**src/rtl/ep_cfg_pkg.sv**
```systemverilog
package ep_cfg_pkg;
  // Strobes from the write-decision logic to the register datapath
  typedef struct packed {
    logic ldCore;    // enable and direction
    logic ldType;    // transfer type
    logic ldSize;    // packet size
    logic ldMode;    // DMA and zero-length mode bits
    logic stallSet;
    logic stallClr;
    logic flagErr;
  } epStrobe_t;

  localparam int BIT_EN    = 15;
  localparam int BIT_TYPEH = 14;
  localparam int BIT_DIR   = 12;
  localparam int BIT_DMA   = 11;
  localparam int BIT_ZLP   = 10;
  localparam int BIT_STALL = 9;
  localparam int SIZE_W    = 9;
endpackage

```
**src/rtl/ep_cfg_ctrl.sv**
```systemverilog
module ep_cfg_ctrl
  import ep_cfg_pkg::*;
#(
  parameter int MAX_PKT = 256
) (
  input  logic        wrEn,
  input  logic [15:0] wrData,
  input  logic        cfgOpen,
  input  logic        stallHwMode,
  input  logic        clrHit,
  output epStrobe_t   strb
);
  logic [SIZE_W-1:0] sizeVal;
  logic              sizeBad;
  logic              typeBad;

  always_comb begin
    sizeVal = wrData[SIZE_W-1:0];
    sizeBad = (sizeVal == '0) || (32'(sizeVal) > MAX_PKT) ||
              (wrData[BIT_DMA] && (sizeVal <= 9'd2));
    typeBad = !wrData[BIT_TYPEH];

    strb.ldCore   = wrEn && cfgOpen;
    strb.ldType   = wrEn && cfgOpen && !typeBad;
    strb.ldSize   = wrEn && cfgOpen && !sizeBad;
    strb.ldMode   = wrEn;
    strb.stallSet = wrEn && wrData[BIT_STALL];
    strb.stallClr = stallHwMode ? (clrHit && !(wrEn && wrData[BIT_STALL]))
                                : (wrEn && !wrData[BIT_STALL]);
    strb.flagErr  = wrEn && cfgOpen && (typeBad || sizeBad);
  end
endmodule

```
**src/rtl/ep_cfg_dp.sv**
```systemverilog
module ep_cfg_dp
  import ep_cfg_pkg::*;
#(
  parameter int PKT_W   = 9,
  parameter int MAX_PKT = 256
) (
  input  logic              clk,
  input  logic              rst_n,
  input  logic [15:0]       wrData,
  input  epStrobe_t         strb,
  input  logic              stallHwMode,
  input  logic              cfgOpen,
  input  logic              wrEn,
  output logic [15:0]       rdData,
  output logic              epEnable,
  output logic [1:0]        epType,
  output logic              epDirIn,
  output logic              dmaMode,
  output logic              zlpMode,
  output logic [SIZE_W-1:0] maxPkt,
  output logic              stallFlag,
  output logic              cfgErr
);
  localparam logic [PKT_W-1:0] RST_SIZE = PKT_W'(MAX_PKT);

  logic [PKT_W-1:0] sizeQ;

  always_ff @(posedge clk or negedge rst_n) begin
    if (!rst_n) begin
      epEnable  <= 1'b0;
      epType    <= 2'b11;
      epDirIn   <= 1'b0;
      dmaMode   <= 1'b0;
      zlpMode   <= 1'b0;
      sizeQ     <= RST_SIZE;
      stallFlag <= 1'b0;
      cfgErr    <= 1'b0;
    end else begin
      if (strb.ldCore) begin
        epEnable <= wrData[BIT_EN];
        epDirIn  <= wrData[BIT_DIR];
      end
      if (strb.ldType) epType <= wrData[BIT_TYPEH -: 2];
      if (strb.ldSize) sizeQ <= wrData[PKT_W-1:0];
      if (strb.ldMode) begin
        dmaMode <= wrData[BIT_DMA];
        zlpMode <= wrData[BIT_ZLP];
      end
      if (strb.stallSet)      stallFlag <= 1'b1;
      else if (strb.stallClr) stallFlag <= 1'b0;
      cfgErr <= strb.flagErr;
    end
  end

  assign maxPkt = SIZE_W'(sizeQ);
  assign rdData = {epEnable, epType, epDirIn, dmaMode, zlpMode,
                   stallFlag && !stallHwMode, maxPkt};

  // locked fields hold when no unlocked write occurred
  p_lock_hold_r3: assert property (@(posedge clk) disable iff (!rst_n)
    !(wrEn && cfgOpen) |=> $stable(epEnable) && $stable(epType) &&
                           $stable(epDirIn) && $stable(sizeQ));
  // type never holds an illegal code
  p_type_legal_r4: assert property (@(posedge clk) disable iff (!rst_n)
    epType[1]);
  // size always inside the legal window
  p_size_range_r5: assert property (@(posedge clk) disable iff (!rst_n)
    (maxPkt != '0) && (32'(maxPkt) <= MAX_PKT));
endmodule

```
**src/rtl/ep_cfg_reg.sv**
```systemverilog
module ep_cfg_reg
  import ep_cfg_pkg::*;
#(
  parameter int EP_INDEX = 1
) (
  input  logic        clk,
  input  logic        rst_n,
  input  logic        wrEn,
  input  logic [15:0] wrData,
  output logic [15:0] rdData,
  input  logic        ctlReset,
  input  logic        bufInit,
  input  logic        stallClrMode,
  input  logic        clrFeatureHit,
  output logic        epEnable,
  output logic [1:0]  epType,
  output logic        epDirIn,
  output logic        dmaMode,
  output logic        zlpMode,
  output logic [8:0]  maxPkt,
  output logic        stallReq,
  output logic        cfgErr
);
  localparam int PKT_W   = (EP_INDEX == 1) ? 9 : 7;
  localparam int MAX_PKT = 1 << (PKT_W - 1);

  epStrobe_t strb;
  logic      cfgOpen;
  logic      stallFlag;

  assign cfgOpen = ctlReset && bufInit;

  ep_cfg_ctrl #(.MAX_PKT(MAX_PKT)) ctrl_i (
    .wrEn(wrEn), .wrData(wrData), .cfgOpen(cfgOpen),
    .stallHwMode(stallClrMode), .clrHit(clrFeatureHit), .strb(strb));

  ep_cfg_dp #(.PKT_W(PKT_W), .MAX_PKT(MAX_PKT)) dp_i (
    .clk(clk), .rst_n(rst_n), .wrData(wrData), .strb(strb),
    .stallHwMode(stallClrMode), .cfgOpen(cfgOpen), .wrEn(wrEn),
    .rdData(rdData), .epEnable(epEnable), .epType(epType),
    .epDirIn(epDirIn), .dmaMode(dmaMode), .zlpMode(zlpMode),
    .maxPkt(maxPkt), .stallFlag(stallFlag), .cfgErr(cfgErr));

  assign stallReq = epEnable && stallFlag;

  // hardware clear removes the stall response on the next cycle
  p_hw_clear_r10: assert property (@(posedge clk) disable iff (!rst_n)
    (stallClrMode && clrFeatureHit && !(wrEn && wrData[9])) |=> !stallReq);
  // stall response only on an enabled endpoint
  p_stall_enabled_r11: assert property (@(posedge clk) disable iff (!rst_n)
    stallReq |-> rdData[15]);
  // error pulse only follows a write
  p_err_after_write_r8: assert property (@(posedge clk) disable iff (!rst_n)
    cfgErr |-> $past(wrEn));
endmodule

```
**config.mk**
```make
export PLATFORM = sky130hd
export DESIGN_NAME = ep_cfg_reg
export DESIGN_NICKNAME = d
export VERILOG_FILES = /design/src/rtl/ep_cfg_pkg.sv /design/src/rtl/ep_cfg_ctrl.sv /design/src/rtl/ep_cfg_dp.sv /design/src/rtl/ep_cfg_reg.sv
export SDC_FILE = /design/constraint.sdc
export NUM_CORES = 1
export LEC_CHECK = 0
export BUFFER_PORTS_ARGS = -buffer_cell sky130_fd_sc_hd__buf_2
export CAP_MARGIN = 20
export CELL_PAD_IN_SITES_DETAIL_PLACEMENT = 1
export CELL_PAD_IN_SITES_GLOBAL_PLACEMENT = 2
export CORE_ASPECT_RATIO = 1.2
export CORE_MARGIN = 1
export CORE_UTILIZATION = 26
export CTS_CLUSTER_SIZE = 10
export DETAILED_ROUTE_END_ITERATION = 10
export MAX_ROUTING_LAYER = met4
export PLACE_DENSITY_LB_ADDON = 0.1
export SYNTH_ARGS = -nofsm -noshare
export SYNTH_HDL_FRONTEND = slang
export SYNTH_SLANG_ARGS = --single-unit
```
**constraint.sdc**
```tcl
create_clock -name clk -period 2 [get_ports clk]
set_clock_uncertainty 0.05 [all_clocks]
set_input_delay 0.3 -clock clk [delete_from_list [all_inputs] [get_ports clk]]
set_output_delay 0.3 -clock clk [all_outputs]
set_load 0.01 [all_outputs]
```
Word level (Yosys, flattened, before mapping)
Cells that the tools add are included.

Reduce and logical (&&, ||, !) cells: 21. Order comparisons: 2. Mux-type cells: 3.

Operators by type and width (number): logical AND 1 bit (11); greater-than comparator 9 bit (second input constant) (1); less-or-equal comparator 9 x 2 -> 1 bit (second input constant) (1); logical NOT 9 bit (1); logical NOT 1 bit (5); logical OR 1 bit (3); 2-to-1 mux 1 bit (3); nonzero test 2 bit (1).

Register bits after elaboration: 17. Output and inout bits: 33.

Depth between registers and ports, before layout
Gate-level depths: netlist of run 1.

Word-level depth: 6. Depth in mapped cells: 5. Depth with buffers taken out: 4.

By module
From an unflattened synthesis of run 1, not the netlist that was laid out.

Cells, all modules: 72. Area, all modules: 919.6 µm².

By module, submodules not included: ep_cfg_dp (instances 1, area an instance 773.2 µm², cells an instance 51); ep_cfg_ctrl (instances 1, area an instance 133.9 µm², cells an instance 19); ep_cfg_reg (instances 1, area an instance 12.5 µm², cells an instance 2).

Worst setup path before layout of run 1
No wires, ideal clock.

Path type: in2reg. Start point: input wrData[3]. End point: register dp_i.sizeQ[2], in the netlist dp_i.maxPkt[2]. Arrival time: 1845 ps. Slack: -20 ps. Stages: 4. Path buffers: 0. Library setup time: 125 ps. Data required time: 1825 ps. Cell sequence: or4_4 > a2111o_4 > o211ai_4 > mux2_4.

Longest elaborated chain between the ends: 5.

RTL lines: from (decl) (RTL line ep_cfg_reg.sv:9) `input logic [15:0] wrData,`; greater-than comparator 9 bit (tied with other cells) (RTL line ep_cfg_ctrl.sv:19) `sizeBad = (sizeVal == '0) || (32'(sizeVal) > MAX_PKT) ||`; logical OR 1 bit / logical AND 1 bit (equally long branches) (RTL line ep_cfg_ctrl.sv:19, ep_cfg_ctrl.sv:20); logical OR 1 bit * (RTL line ep_cfg_ctrl.sv:19); logical NOT 1 bit * (RTL line ep_cfg_ctrl.sv:25) `strb.ldSize = wrEn && cfgOpen && !sizeBad;`; logical AND 1 bit * (RTL line ep_cfg_ctrl.sv:25); to (signal assigned) (RTL line ep_cfg_dp.sv:44) `if (strb.ldSize) sizeQ <= wrData[PKT_W-1:0];`; to (decl) (RTL line ep_cfg_dp.sv:26) `logic [PKT_W-1:0] sizeQ;`.

Mark *: on every way between the ends. The rest lies on a longest branch, timed or not. A chain may end at the register's enable or synchronous reset.

Worst setup path after layout of run 1
Start point: input wrData[3]. End point: register dp_i.sizeQ[3], in the netlist dp_i.maxPkt[3].

Longest elaborated chain between the ends: 5.

RTL lines (RTL line): greater-than comparator 9 bit (tied with other cells) (ep_cfg_ctrl.sv:19); logical OR 1 bit / logical AND 1 bit (equally long branches) (ep_cfg_ctrl.sv:19, ep_cfg_ctrl.sv:20); logical OR 1 bit (ep_cfg_ctrl.sv:19); logical NOT 1 bit (ep_cfg_ctrl.sv:25); logical AND 1 bit (ep_cfg_ctrl.sv:25).

Parallel ways exist; a longest one is shown, timed or not.

==> out/results.md, run 1 <==
| Result | Value | Unit |
|---|---|---|
| Top post-synthesis cells by count | buf_4 (15), dfrtp_1 (14), mux2_4 (6), mux2_2 (5), and2_1 (4) | - |
| Setup slack on the worst flop-to-flop path | 1130 | ps |
| Pin slew with the least headroom to its limit | 432 | ps |
| Nature of the critical path endpoint | flop | - |
| Data required time of the critical path | 2080 | ps |
| Register bit total from synthesis | 17 | - |
| Number of buffers on the longest clock path | 2 | - |
| Period utilisation layout | 0.941 | - |
| Capture instance of the worst register-to-register path | dp_i.maxPkt[8] | - |
| Final-report max-slew violation count | 0 | - |
| Prevailing post-synth register cell | dfrtp_1 | - |
| Warnings from Yosys | 0 | - |
| Worst hold start | wrData[10] | - |
| Number of max-capacitance violations reported | 0 | - |
| Final GP Congestion | 0.743 | - |
| CTS resizes | 0 | - |
| Relative slew slack | 0.712 | - |
| Leakage power figure | 0.632 | nW |
| Number of antenna violations at the first check in global routing | 0 | - |
| Sequential cell area fraction in the yosys report | 0.469 | - |
| WP data arrival | 1970 | ps |
| Sequence of cells on the critical path | buf_2 -> or4_4 -> a2111o_4 -> o211ai_4 -> mux2_4 | - |
| Die width | 56.2 | µm |
| Layout cells sized above 1 | 0.675 | - |
| Dpl ws | -148 | ps |
| Cells on worst reg2reg path | 2 | - |
| Post CTS Setup Buffer Count | 0 | - |
| Number of global-route vias before repair | 718 | - |
| Syn_area_per_cell | 12.7 | µm² |
| Number of nets still failing antenna checks after routing | 0 | - |
| Buffers added on ports | 55 | - |
| FF/Latch Area | 429 | µm² |
| Root Buffer | clkbuf_8 | - |
| Synthesized-area fraction occupied by adder cells | 0 | - |
| Routed via count divided by cell count | 4.46 | - |
| Syn Std Cell Area | 916 | µm² |
| Number of DRC markers in iteration 0 | 9 | - |
| Portion of netlist area occupied by mux cells | 0.193 | - |
| Master of the slowest instance on the critical path | or4_4 | - |
| Slowest stage delay, CP | 540 | ps |
| Number of remaining DRC errors | 0 | - |
| First-pass GRT wire length | 3.38 | mm |
| Number of enable-type register cells in the synthesized netlist | 0 | - |
| Latest clock arrival within the worst-skew pair | 250 | ps |
| Unrepaired setup endpoints after global routing | false | - |
| Clock buffers created by TritonCTS | 3 | - |
| Total gr overflow | 0 | - |
| Multi-input logic area | 370 | µm² |
| First-pass detailed-route iteration total | 3 | - |
| Total Routing Usage GR | 0.120 | - |
| Final core area utilization | 0.362 | - |
| Simple-Gate Fraction of Synth Area | 0.105 | - |
| Kind of start point of the critical path | input port | - |
| Worst setup path class | input port to flop | - |
| Power density over cell area | 832 | mW/mm² |
| CTS sink count | 17 | - |
| Count of boundary I/O pins | 56 | - |
| Total of endpoints with negative setup slack in the final report | 0 | - |
| Antenna diode count | 0 | - |
| Compound-Gate Fraction of Synth Area | 0.107 | - |
| Critical path fanouts, max | 6 | - |
| Area added between synthesis and finish | 31.8 | % |
| Sum of routed wire length over all layers | 2.03 | mm |
| Hold Path Stages | 2 | - |
| Reg clk slew, reported paths | 70 | ps |
| Largest net degree at the start of global routing | 18 | - |
| WHS Endpoint | dp_i.zlpMode | - |
| Effective utilization at floorplan | 0.274 | - |
| Path category of the worst min-delay check | input port to flop | - |
| Max Freq | 0.531 | GHz |
| DIE AREA | 0.00376 | mm² |
| Filler cell count in the final layout | 388 | - |
| Total count of hold-check failures in the final report | 0 | - |
| Number of levels in the clock H-tree | 1 | - |
| CTS tree | built | - |
| Yosys top cell area share | 0.383 | - |
| Xor and xnor area share after synthesis | 0 | - |
| Top area cells in the synthesized netlist | dfrtp_1 (38%), buf_4 (12%), mux2_4 (9.8%) | - |
| Dominant combinational cell family by area after synthesis | multiplexers | - |
| Worst Setup Slack, final | 118 | ps |
| Height of the die | 67.0 | µm |
| Number of nets at the end of the flow | 144 | - |
| Mapped Nets | 95 | - |
| Async set-or-reset flop fraction in the synthesized netlist | 1.00 | - |
| WL per Instance | 12.9 | µm |
| Number of unique standard cell types used by synthesis | 23 | - |
| RR Startpoint | dp_i.maxPkt[8] | - |
| Count of mapped cells out of synthesis | 72 | - |
| Tot Pwr | 1.01 | mW |
| Vias after detailed routing | 701 | - |
| Row count | 23 | - |
| Post-layout min period | 1880 | ps |
| Count leader, synth | buf_4 | - |
| Peak ir drop on the vdd network | 0.000425 | V |
| Cell taking the most area after synthesis | dfrtp_1 | - |
| Half-perimeter wire length after detailed placement | 1.66 | mm |
| Core Box Area | 0.00334 | mm² |
| Run status | finished clean | - |
## per-layer routing
layer  track usage  wire (µm)
met4        0.0549         21
met1         0.154        937
met2         0.183        965
met5             -          0
met3        0.0252        109
## worst max-delay path, delay by kind of cell
kind | cells | cell delay [ps]
compound gates | 2 | 690
simple gates | 1 | 540
mux | 1 | 330
buf+inv | 1 | 110
## how the worst max path moves through the flow
stage                          from  slack [ps]              to
after floorplan           wrData[3]         -20  dp_i.maxPkt[2]
after global placement    wrData[3]        -120  dp_i.maxPkt[2]
after detailed placement  wrData[3]        -150  dp_i.maxPkt[4]
after CTS                 wrData[3]         120  dp_i.maxPkt[3]
after global routing      wrData[3]          80  dp_i.maxPkt[4]
final                     wrData[3]         120  dp_i.maxPkt[3]
## cell type report
| type | count | share of cell area |
|---|---|---|
| clock inverter | 1 | 0.00415 |
| multi-input combinational | 39 | 0.307 |
| timing repair buffer | 60 | 0.261 |
| sequential | 17 | 0.355 |
| tap | 37 | 0.0383 |
| clock buffer | 3 | 0.0342 |
## sequential cells by signal, indices dropped and copies added, names as in the netlist
name,count
dp_i.epDirIn,1
dp_i.maxPkt,9
dp_i.epEnable,1
dp_i.cfgErr,1
dp_i.zlpMode,1
dp_i.stallFlag,1
dp_i.dmaMode,1
dp_i.epType,2
## stage by stage
stage	hold slack (ps)	instances	instance area [µm²]	TNS, ps
after floorplan	-45.6	72	916	-123
after global placement	205	152	1150	-726
after detailed placement	202	152	1150	-866
after CTS	230	157	1210	0
after global routing	224	157	1210	0
final	232	157	1210	0
## layout by cell type, fill, tap and decap left out, drive strengths merged
| cell type | count |
|---|---|
| buf | 59 |
| dfrtp | 14 |
| mux2 | 11 |
| and2 | 4 |
| nand2 | 3 |
| mux2i | 3 |
| clkbuf | 3 |
| dfstp | 3 |
| nand2b | 2 |
| nor2b | 2 |
| a22o | 2 |
| o2bb2ai | 2 |
| or4 | 2 |
| o211ai | 2 |
| and3 | 1 |
| or2 | 1 |
| a2111o | 1 |
| o21ai | 1 |
| nor2 | 1 |
| a21o | 1 |
| clkinv | 1 |
| dlygate4sd3 | 1 |
## what timing repair did
action,4_1_cts,5_1_grt
hold endpoints to repair,14,0
endpoints found under the setup margin,0,0
hold buffers,1,0
## where the power goes
group / switching (mW) / internal [mW]
Combinational: 0.142 / 0.160
Sequential: 0.0434 / 0.406
Clock: 0.116 / 0.138
## logic make-up after synthesis
logic type             Yosys count
buffers and inverters           16
AOI/OAI and AO/OA                9
muxes                           14
and+or+nand+nor                 16
DFF                             17
Power figures use the tool's default switching activity.
==> run 2: changes to the inputs <==
--- a/config.mk
+++ b/config.mk
@@ -10,12 +10,11 @@
 export CELL_PAD_IN_SITES_DETAIL_PLACEMENT = 1
 export CELL_PAD_IN_SITES_GLOBAL_PLACEMENT = 2
 export CORE_ASPECT_RATIO = 1.2
-export CORE_MARGIN = 1
 export CORE_UTILIZATION = 26
 export CTS_CLUSTER_SIZE = 10
 export DETAILED_ROUTE_END_ITERATION = 10
 export MAX_ROUTING_LAYER = met4
-export PLACE_DENSITY_LB_ADDON = 0.1
+export PLACE_DENSITY = 0.87
 export SYNTH_ARGS = -nofsm -noshare
 export SYNTH_HDL_FRONTEND = slang
 export SYNTH_SLANG_ARGS = --single-unit
==> run 2 against run 1 <==
Flip-flop and latch count did not move. Critical endpoint is now dp_i.maxPkt[6]. Cell area is 0.52% higher. Die area stayed put. Global-route usage increased by 0.29 points. Wire length is 3.8% higher. Count of clock-buffer cells in the layout up 1.
==> out/results.md, run 2 (synthesized netlist as in run 1, its figures left out) <==
| Result | Value | Unit |
|---|---|---|
| Post-layout min period | 1890 | ps |
| Relative slew slack | 0.734 | - |
| Clock buffers created by TritonCTS | 3 | - |
| Period utilisation layout | 0.946 | - |
| CTS resizes | 0 | - |
| Number of levels in the clock H-tree | 1 | - |
| Number of nets at the end of the flow | 145 | - |
| Sum of routed wire length over all layers | 2.11 | mm |
| Setup slack on the worst flop-to-flop path | 1130 | ps |
| Peak ir drop on the vdd network | 0.000396 | V |
| Kind of start point of the critical path | input port | - |
| Row count | 23 | - |
| Area added between synthesis and finish | 32.5 | % |
| Total of endpoints with negative setup slack in the final report | 0 | - |
| DIE AREA | 0.00376 | mm² |
| Max Freq | 0.529 | GHz |
| Path category of the worst min-delay check | input port to flop | - |
| Core Box Area | 0.00334 | mm² |
| Effective utilization at floorplan | 0.274 | - |
| Worst setup path class | input port to flop | - |
| Buffers added on ports | 55 | - |
| Cell Area, Placed | 0.00116 | mm² |
| Vias after detailed routing | 723 | - |
| Final GP Congestion | 0.667 | - |
| Multi-input logic area | 370 | µm² |
| Run status | finished clean | - |
| Largest net degree at the start of global routing | 18 | - |
| Dpl ws | -172 | ps |
| Number of nets still failing antenna checks after routing | 0 | - |
| Height of the die | 67.0 | µm |
| Number of buffers on the longest clock path | 2 | - |
| Unrepaired setup endpoints after global routing | false | - |
| RR Startpoint | dp_i.maxPkt[8] | - |
| Most frequent standard cell in the layout excluding fill and tap cells | buf_2 | - |
| Count of placed standard cells including taps | 153 | - |
| Number of max-capacitance violations reported | 0 | - |
| Leakage power figure | 0.634 | nW |
| Final-report max-slew violation count | 0 | - |
| WL per Instance | 13.3 | µm |
| Antenna diode count | 0 | - |
| Die width | 56.2 | µm |
| Setup TNS | 0 | ps |
| Latest clock arrival within the worst-skew pair | 250 | ps |
| Nature of the critical path endpoint | flop | - |
| Number of antenna violations at the first check in global routing | 0 | - |
| First-pass detailed-route iteration total | 3 | - |
| Startpoint of the worst setup timing path | wrData[3] | - |
| Layout cells sized above 1 | 0.669 | - |
| Total gr overflow | 0 | - |
| Count of boundary I/O pins | 56 | - |
| Half-perimeter wire length after detailed placement | 1.65 | mm |
| Root Buffer | clkbuf_8 | - |
| Finished Cell Area | 0.00121 | mm² |
| Number of remaining DRC errors | 0 | - |
| Total count of hold-check failures in the final report | 0 | - |
| Power density over cell area | 829 | mW/mm² |
| CTS tree | built | - |
| Capture instance of the worst register-to-register path | dp_i.maxPkt[8] | - |
| Filler cell count in the final layout | 395 | - |
| Reg clk slew, reported paths | 60 | ps |
| CTS sink count | 17 | - |
| Capture point of the worst path | dp_i.maxPkt[6] | - |
| Number of DRC markers in iteration 0 | 13 | - |
| FF/Latch Area | 429 | µm² |
| Cells on worst reg2reg path | 2 | - |
| Number of flip-flops in the largest register | 9 | - |
| Critical path fanouts, max | 6 | - |
| Routed via count divided by cell count | 4.58 | - |
| Number of global-route vias before repair | 762 | - |
| Worst Setup Slack, final | 108 | ps |
| Data required time of the critical path | 2080 | ps |
| Total Routing Usage GR | 0.123 | - |
| Finished Layout Cells | 158 | - |
| Most used cells in the layout excluding fill and tap cells | buf_2 (55), dfrtp_1 (14), mux2_4 (6), mux2_2 (5), buf_4 (5) | - |
| WP data arrival | 1980 | ps |
| Pin slew with the least headroom to its limit | 399 | ps |
| First-pass GRT wire length | 3.44 | mm |
## run 2: final cells by class
cell class / instances / area share
timing repair buffer: 61 / 0.266
sequential: 17 / 0.354
clock buffer: 4 / 0.0371
tap: 37 / 0.0381
multi-input combinational: 39 / 0.305
## run 2: critical path: stages
cell	delay, ps
buf_2	100
or4_4	540
a2111o_4	380
o211ai_4	320
mux2_4	330
## run 2: how the worst min path moves through the flow
| stage | slack, ps | cells after the start | endpoint | start |
|---|---|---|---|---|
| final | 230 | 2 | dp_i.zlpMode | wrData[10] |
| after global placement | 190 | 1 | dp_i.maxPkt[0] | rst_n |
| after floorplan | -50 | 0 | dp_i.cfgErr | rst_n |
| after global routing | 230 | 2 | dp_i.epDirIn | wrData[12] |
| after detailed placement | 200 | 1 | dp_i.maxPkt[0] | rst_n |
| after CTS | 230 | 2 | dp_i.epDirIn | wrData[12] |
## run 2: per-layer routing
layer / share of wire / up-vias / wire length, µm / GRT usage
met5: 0 / - / 0 / -
met1: 0.41 / 347 / 871 / 0.140
met3: 0.083 / 2 / 176 / 0.0233
li1: - / 333 / - / -
met2: 0.50 / 41 / 1050 / 0.213
met4: 0.0047 / 0 / 10 / 0.0549
## run 2: per-stage QoR
| stage | utilization | hold slack [ps] | power (mW) |
|---|---|---|---|
| after global routing | 0.364 | 230 | 1.07 |
| after detailed placement | 0.347 | 204 | 0.760 |
| after floorplan | - | -45.6 | 0.671 |
| final | 0.364 | 235 | 1.01 |
| after CTS | 0.364 | 227 | 1.02 |
| after global placement | 0.347 | 187 | 0.753 |
## run 2: power breakdown
group,internal [mW],total [mW],switching (mW)
combinational,0.161,0.303,0.142
sequential,0.406,0.449,0.0429
clock,0.141,0.254,0.113
## run 2: repair_timing
item | in CTS | in global routing
buffers inserted | 0 | 0
endpoints found under the setup margin | 0 | 0
hold buffers | 1 | 0
hold endpoints to repair | 14 | 0
